===== config.mk =====
export PLATFORM = sky130hd
export DESIGN_NAME = ctl_regfile_top
export DESIGN_NICKNAME = d
export VERILOG_FILES = /design/src/rtl/ctl_regfile_pkg.sv /design/src/rtl/ctl_gpio_bank.sv /design/src/rtl/ctl_irq_unit.sv /design/src/rtl/ctl_user_mem.sv /design/src/rtl/ctl_regfile_top.sv
export SDC_FILE = /design/constraint.sdc
export NUM_CORES = 1
export LEC_CHECK = 0
export CAP_MARGIN = 20
export CORE_UTILIZATION = 35
export CTS_CLUSTER_SIZE = 40
export DETAILED_ROUTE_END_ITERATION = 6
export PLACE_DENSITY = 0.52
export SLEW_MARGIN = 20
export SYNTH_ARGS = -nofsm -noshare
export SYNTH_HDL_FRONTEND = slang
export SYNTH_SLANG_ARGS = --single-unit

===== constraint.sdc =====
create_clock -name clk -period 4.7 [get_ports clk]
set_clock_uncertainty 0.1 [all_clocks]
set_input_delay 1.41 -clock clk [delete_from_list [all_inputs] [get_ports clk]]
set_output_delay 1.41 -clock clk [all_outputs]
set_load 0.1 [all_outputs]

===== src/rtl/ctl_regfile_pkg.sv =====
`timescale 1ns/1ps
package ctl_regfile_pkg;
   localparam int REG_WORDS = 16;
   localparam int BUS_DW    = 32;
   localparam int LED_W     = 4;
   localparam int N_IRQ     = 2;

   typedef enum logic [3:0] {
      W_IMASK  = 4'd0,
      W_ISRC   = 4'd1,
      W_SCR0   = 4'd2,
      W_SCR1   = 4'd3,
      W_POUT   = 4'd4,
      W_PDIR   = 4'd5,
      W_PIN    = 4'd6,
      W_NOUT   = 4'd7,
      W_NDIR   = 4'd8,
      W_NIN    = 4'd9,
      W_XSTATE = 4'd10,
      W_LED    = 4'd11,
      W_XCTRL  = 4'd12,
      W_XADDR  = 4'd13,
      W_XCNT   = 4'd14,
      W_REV    = 4'd15
   } reg_word_e;
endpackage


===== src/rtl/ctl_gpio_bank.sv =====
`timescale 1ns/1ps
module ctl_gpio_bank #(
   parameter int W = 8
) (
   input  logic         clk,
   input  logic         rst_n,
   input  logic         wr_out,
   input  logic         wr_dir,
   input  logic [W-1:0] wdata,
   input  logic [W-1:0] pad_i,
   output logic [W-1:0] pad_o,
   output logic [W-1:0] pad_oe,
   output logic [W-1:0] pad_sync
);
   logic [W-1:0] out_q, dir_q, meta_q, sync_q;

   always_ff @(posedge clk or negedge rst_n) begin
      if (!rst_n) begin
         out_q  <= '0;
         dir_q  <= '0;
         meta_q <= '0;
         sync_q <= '0;
      end else begin
         if (wr_out) out_q <= wdata;
         if (wr_dir) dir_q <= wdata;
         meta_q <= pad_i;
         sync_q <= meta_q;
      end
   end

   assign pad_o    = out_q & dir_q;
   assign pad_oe   = dir_q;
   assign pad_sync = sync_q;
endmodule


===== src/rtl/ctl_irq_unit.sv =====
`timescale 1ns/1ps
module ctl_irq_unit #(
   parameter int N_SRC = 2
) (
   input  logic             clk,
   input  logic             rst_n,
   input  logic             wr_mask,
   input  logic [N_SRC-1:0] wdata,
   input  logic [N_SRC-1:0] src_i,
   output logic [N_SRC-1:0] mask_q,
   output logic             irq_o
);
   always_ff @(posedge clk or negedge rst_n) begin
      if (!rst_n)       mask_q <= '0;
      else if (wr_mask) mask_q <= wdata;
   end

   assign irq_o = |(src_i & mask_q);
endmodule


===== src/rtl/ctl_user_mem.sv =====
`timescale 1ns/1ps
module ctl_user_mem #(
   parameter int WORDS = 16,
   parameter int DW    = 32,
   localparam int IW   = $clog2(WORDS)
) (
   input  logic          clk,
   input  logic          rst_n,
   input  logic          wr,
   input  logic [IW-1:0] idx,
   input  logic [DW-1:0] wdata,
   output logic [DW-1:0] rdata
);
   logic [DW-1:0] mem_q [WORDS];

   for (genvar i = 0; i < WORDS; i++) begin : g_word
      always_ff @(posedge clk or negedge rst_n) begin
         if (!rst_n)                        mem_q[i] <= '0;
         else if (wr && idx == IW'(i))      mem_q[i] <= wdata;
      end
   end

   assign rdata = mem_q[idx];
endmodule


===== src/rtl/ctl_regfile_top.sv =====
`timescale 1ns/1ps
module ctl_regfile_top
   import ctl_regfile_pkg::*;
#(
   parameter int          ADDR_W    = 8,
   parameter int          GPIO_W    = 8,
   parameter int          MEM_WORDS = 16,
   parameter logic [31:0] REV_VALUE = 32'h0001_0200
) (
   input  logic              clk,
   input  logic              rst_n,
   input  logic              bus_wr,
   input  logic [ADDR_W-1:0] bus_addr,
   input  logic [31:0]       bus_wdata,
   output logic [31:0]       bus_rdata,
   input  logic              src_xfer,
   input  logic              src_flash,
   output logic              irq_o,
   input  logic [GPIO_W-1:0] gp_p_i,
   output logic [GPIO_W-1:0] gp_p_o,
   output logic [GPIO_W-1:0] gp_p_oe,
   input  logic [GPIO_W-1:0] gp_n_i,
   output logic [GPIO_W-1:0] gp_n_o,
   output logic [GPIO_W-1:0] gp_n_oe,
   output logic [3:0]        led_o,
   input  logic [31:0]       xfer_state_i,
   output logic              xfer_start_o,
   output logic              xfer_write_o,
   output logic [31:0]       xfer_addr_o,
   output logic [31:0]       xfer_count_o
);
   localparam int WIDX_W  = $clog2(REG_WORDS);
   localparam int MIDX_W  = $clog2(MEM_WORDS);
   localparam int REGION_LSB = WIDX_W + 2;
   localparam int N_BANK  = 2;

   if (ADDR_W < REGION_LSB + 1) begin : g_chk_aw
      $error("ADDR_W too small for register and memory windows");
   end
   if (MEM_WORDS != REG_WORDS) begin : g_chk_mem
      $error("user memory window must span exactly one register window");
   end
   if (GPIO_W < 1 || GPIO_W > BUS_DW) begin : g_chk_gpio
      $error("GPIO_W must lie in 1..32");
   end

   // address split: region selects registers (0) or memory (1)
   logic [ADDR_W-REGION_LSB-1:0] region;
   reg_word_e                    word;
   logic                         reg_hit, mem_hit, reg_wr;

   assign region  = bus_addr[ADDR_W-1:REGION_LSB];
   assign word    = reg_word_e'(bus_addr[REGION_LSB-1:2]);
   assign reg_hit = (region == '0);
   assign mem_hit = (region == (ADDR_W-REGION_LSB)'(1));
   assign reg_wr  = bus_wr & reg_hit;

   // interrupt
   logic [N_IRQ-1:0] src_vec, mask_q;
   assign src_vec = {src_flash, src_xfer};

   ctl_irq_unit #(.N_SRC(N_IRQ)) irq_i (
      .clk(clk), .rst_n(rst_n),
      .wr_mask(reg_wr && word == W_IMASK),
      .wdata(bus_wdata[N_IRQ-1:0]),
      .src_i(src_vec), .mask_q(mask_q), .irq_o(irq_o)
   );

   // GPIO banks: index 0 is P, index 1 is N
   logic [GPIO_W-1:0] bk_pad_i [N_BANK];
   logic [GPIO_W-1:0] bk_pad_o [N_BANK];
   logic [GPIO_W-1:0] bk_oe    [N_BANK];
   logic [GPIO_W-1:0] bk_sync  [N_BANK];
   reg_word_e         bk_out_w [N_BANK];
   reg_word_e         bk_dir_w [N_BANK];

   assign bk_pad_i[0] = gp_p_i;
   assign bk_pad_i[1] = gp_n_i;
   assign bk_out_w[0] = W_POUT;
   assign bk_dir_w[0] = W_PDIR;
   assign bk_out_w[1] = W_NOUT;
   assign bk_dir_w[1] = W_NDIR;

   for (genvar b = 0; b < N_BANK; b++) begin : g_bank
      ctl_gpio_bank #(.W(GPIO_W)) bank_i (
         .clk(clk), .rst_n(rst_n),
         .wr_out(reg_wr && word == bk_out_w[b]),
         .wr_dir(reg_wr && word == bk_dir_w[b]),
         .wdata(bus_wdata[GPIO_W-1:0]),
         .pad_i(bk_pad_i[b]),
         .pad_o(bk_pad_o[b]),
         .pad_oe(bk_oe[b]),
         .pad_sync(bk_sync[b])
      );
   end

   assign gp_p_o  = bk_pad_o[0];
   assign gp_p_oe = bk_oe[0];
   assign gp_n_o  = bk_pad_o[1];
   assign gp_n_oe = bk_oe[1];

   // user memory
   logic [31:0] mem_rdata;
   ctl_user_mem #(.WORDS(MEM_WORDS), .DW(BUS_DW)) mem_i (
      .clk(clk), .rst_n(rst_n),
      .wr(bus_wr & mem_hit),
      .idx(bus_addr[MIDX_W+1:2]),
      .wdata(bus_wdata),
      .rdata(mem_rdata)
   );

   // plain registers
   logic [31:0]      scr0_q, scr1_q, xaddr_q, xcnt_q, rev_q;
   logic [LED_W-1:0] led_q;
   logic [1:0]       xctrl_q;

   always_ff @(posedge clk or negedge rst_n) begin
      if (!rst_n) begin
         scr0_q  <= '0;
         scr1_q  <= '0;
         xaddr_q <= '0;
         xcnt_q  <= '0;
         rev_q   <= REV_VALUE;
         led_q   <= '0;
         xctrl_q <= '0;
      end else if (reg_wr) begin
         case (word)
            W_SCR0:  scr0_q  <= bus_wdata;
            W_SCR1:  scr1_q  <= bus_wdata;
            W_XADDR: xaddr_q <= bus_wdata;
            W_XCNT:  xcnt_q  <= bus_wdata;
            W_REV:   rev_q   <= bus_wdata;
            W_LED:   led_q   <= bus_wdata[LED_W-1:0];
            W_XCTRL: xctrl_q <= bus_wdata[1:0];
            default: ;
         endcase
      end
   end

   assign led_o        = led_q;
   assign xfer_start_o = xctrl_q[0];
   assign xfer_write_o = xctrl_q[1];
   assign xfer_addr_o  = xaddr_q;
   assign xfer_count_o = xcnt_q;

   // read mux; write-only words fall to zero
   logic [31:0] reg_rdata;
   always_comb begin
      reg_rdata = '0;
      case (word)
         W_IMASK:  reg_rdata[N_IRQ-1:0]  = mask_q;
         W_ISRC:   reg_rdata[N_IRQ-1:0]  = src_vec;
         W_SCR0:   reg_rdata             = scr0_q;
         W_SCR1:   reg_rdata             = scr1_q;
         W_PIN:    reg_rdata[GPIO_W-1:0] = bk_sync[0];
         W_NIN:    reg_rdata[GPIO_W-1:0] = bk_sync[1];
         W_XSTATE: reg_rdata             = xfer_state_i;
         W_REV:    reg_rdata             = rev_q;
         default:  reg_rdata             = '0;
      endcase
   end

   assign bus_rdata = reg_hit ? reg_rdata : (mem_hit ? mem_rdata : '0);
endmodule


==> flow_metrics.tcl <==
set metrics [dict create \
    status "finished, final reports clean" \
    finalMaxSlewViolations 0 \
    drt-met1-wl_um 43070 \
    power_frac_seq_pct 42.5 \
    max_freq_ghz 0.2132 \
    highest_layer "met5" \
    swShare_pct 28.10 \
    cts_htree_levels 3 \
    min_path_type "reg -> reg" \
    setup_viol 0 \
    p_sw_mw 5.053 \
    io_pins 228 \
    cts_root_buf "clkbuf_16" \
    wl_met2_um 48460 \
    vias 20660 \
    dpl.hpwl_um 62070 \
    placedInstanceArea_mm2 0.03891 \
    path_max_fanout 8 \
    die_x_um 308.1 \
    crit_required_ns 3.19 \
    ant_nets 0 \
    drt_wl_total_um 98050 \
    powerDensity_mw_per_mm2 423.5 \
    finalHoldViolCount 0 \
    fin_area_mm2 0.04245 \
    grt-ovfl-total 0 \
    core_region_area_mm2 0.09222 \
    avgSynthCellArea_um2 14.64 \
    ys_seq_area_share_pct 56.79 \
    maxCapViolCount 0 \
    min_period_ns 4.690 \
    synth-adder-area-share_pct 0 \
    synth_edf_count 0 \
    synth_top_family_by_area "multiplexers" \
    worstSetupPathType "in -> out" \
    final.setup.tns_ns 0 \
    grt_pass1_vias 22620 \
    drive_above_1_share_pct 48.85 \
    fin_nets 2665 \
    synth_ff_type "dfrtp_1" \
    clock_latency_ns 0.65 \
    antenna_found_initial 4 \
    synth_fp_nets 2332 \
    grt_max_degree 89 \
    synth_xor_xnor_area_share_pct 0 \
    p_int_mw 12.93 \
    endpoint_kind "primary output" \
    rsz0062_at_grt "true" \
    remaining_drc_errors 0 \
    dp_cells 3724 \
    cts_buffers 86 \
    muxShareOfSynthArea_pct 33.03 \
    initial_core_util_pct 35.56 \
    crit_arrival_ns 3.18 \
    die_h_um 308.1 \
    synth_area_mm2 0.03279 \
    drt_first_pass_iters 5 \
    wire_per_inst_um 25.22 \
    timing.critical_path.from_type "input port" \
    worst_pin_slew_ns 1.112 \
    p_leak_nw 19.51 \
    clkTransAtPathRegs_ns 0.06 \
    place_congestion 0.7806 \
    pwr-share-comb_pct 17.8 \
    drt_iter0_drc 1067 \
    power_mw 17.98 \
    async_reset_ff_share_pct 100.0 \
    final_cell_mix "dfrtp_1, mux2_2, clkdlybuf4s50_1" \
    synth.distinct_cells 46 \
    port-buffer-count 225 \
    syn2layout_area_growth_pct 29.47 \
    wl_met3_um 3878 \
    cts_hold_buf 0 \
    cts_sinks 744 \
    die-area_mm2 0.09491 \
    clkPwrFrac_pct 39.7 \
    cts_tree "done" \
    grt_usage_pct 20.97 \
    final_common_cell "dfrtp_1" \
    slew_headroom_pct 25.66 \
    finalNonFillerCells 3887 \
    layout_worst_path_cycle_share_pct 99.79 \
    vias_per_cell 5.314 \
    yosys_warnings 0 \
    synthSimpleGateAreaFrac_pct 2.351 \
    grt_first_pass_wirelength_um 147500 \
    clockBufferDepth 3 \
    synthCells 2239 \
    rows 111 \
    ys_seq_elements 744 \
    peakVddDrop_v 0.0003202 \
    synth_compound_area_share_pct 4.919 \
]
## metrics by stage
stage	hold slack [ns]	worst slack, ns	utilization, %
global route	0.2498	-0.01182	46.03
floorplan	0.2312	-0.1089	-
finish	0.2496	0.009973	46.04
CTS	0.2498	-0.02027	45.89
global placement	0.2395	-0.5164	42.19
detailed placement	0.2363	-0.5574	42.19
## critical path: stages
cell and delay [ns]:
buf_6 0.13, buf_4 0.16, nor2_4 0.17, buf_4 0.23
a22oi_1 0.10, nor3_1 0.34, nor4_4 0.09, o21ai_4 0.30
buf_12 0.22
## cell type report
| type | instances | area [um2] |
|---|---|---|
| Clock inverter | 41 | 556.8 |
| Clock buffer | 118 | 2494 |
| Fill cell | 8252 | 49770 |
| Multi-Input combinational cell | 1281 | 13980 |
| Inverter | 3 | 11.26 |
| Tap cell | 1243 | 1555 |
| Timing Repair Buffer | 456 | 5233 |
| Antenna cell | 1 | 2.502 |
| Sequential cell | 744 | 18620 |
## synth_stat cells (19+ instances only)
master | instances | area share (%)
dfrtp_1 | 742 | 57
mux2_2 | 698 | 24
mux2i_1 | 136 | 4.2
a22oi_1 | 108 | 2.5
clkbuf_1 | 104 | 1.2
buf_2 | 78 | 1.2
mux4_2 | 62 | 4.3
nand2_1 | 50 | 0.57
a21oi_1 | 33 | 0.50
a221oi_1 | 32 | 0.85
o21ai_0 | 29 | 0.44
mux2_1 | 19 | 0.65
## registers in the layout (all words and copies together), names as in the netlist
signal	cells
mem_i.mem_q	512
rev_q	32
scr0_q	32
scr1_q	32
xfer_addr_o	32
xfer_count_o	32
g_bank.bank_i.meta_q	16
g_bank.bank_i.out_q	16
g_bank.bank_i.pad_oe	16
g_bank.bank_i.pad_sync	16
led_o	4
irq_i.mask_q	2
xctrl_q	2
## power by group through the flow
stage	Clock, mW	Sequential [mW]	Combinational, mW
4_1_cts	7.34	7.64	3.23
2_1_floorplan	0	8.35	1.50
3_3_place_gp	0	7.69	3.12
5_1_grt	7.58	7.75	3.39
6_report	7.14	7.64	3.20
3_5_place_dp	0	7.75	3.18
## layer usage
layer	GRT usage, %	vias to the layer above
li1	-	8937
met1	27.76	11130
met2	35.31	439
met3	3.285	148
met4	6.271	2
met5	0	-
## repair_timing
item	in CTS	in global routing
setup endpoints to repair	32	28
pin swaps	17	21
cloned	5	1
setup buffers	6	6
hold endpoints to repair	0	0
resized for setup	50	27
## final timing paths
| check | from | endpoint | slack [ns] | depth (start not counted) |
|---|---|---|---|---|
| setup / recovery | bus_addr[4] | bus_rdata[1] | 0.01 | 9 |
| hold / removal | g_bank[0].bank_i.meta_q[7] | g_bank[0].bank_i.pad_sync[7] | 0.25 | 0 |
| setup reg to reg | mem_i.mem_q[1] | mem_i.mem_q[1] | 3.81 | 1 |
| hold reg to reg | g_bank[0].bank_i.meta_q[7] | g_bank[0].bank_i.pad_sync[7] | 0.25 | 0 |
| max in group asynchronous | rst_n | g_bank[1].bank_i.out_q[1] | 2.65 | 2 |
| min in group asynchronous | rst_n | mem_i.mem_q[137] | 0.73 | 1 |
## kinds of logic (layout without fill, tap and decap cells)
group	count (synthesis)	count (layout)
buffers and inverters	214	618
flip-flops	744	744
other	0	1
AND/OR/NAND/NOR	138	138
multiplexers	915	915
AO/OA/AOI/OAI	228	228
Note: power is estimated with default switching activity, not from simulation.
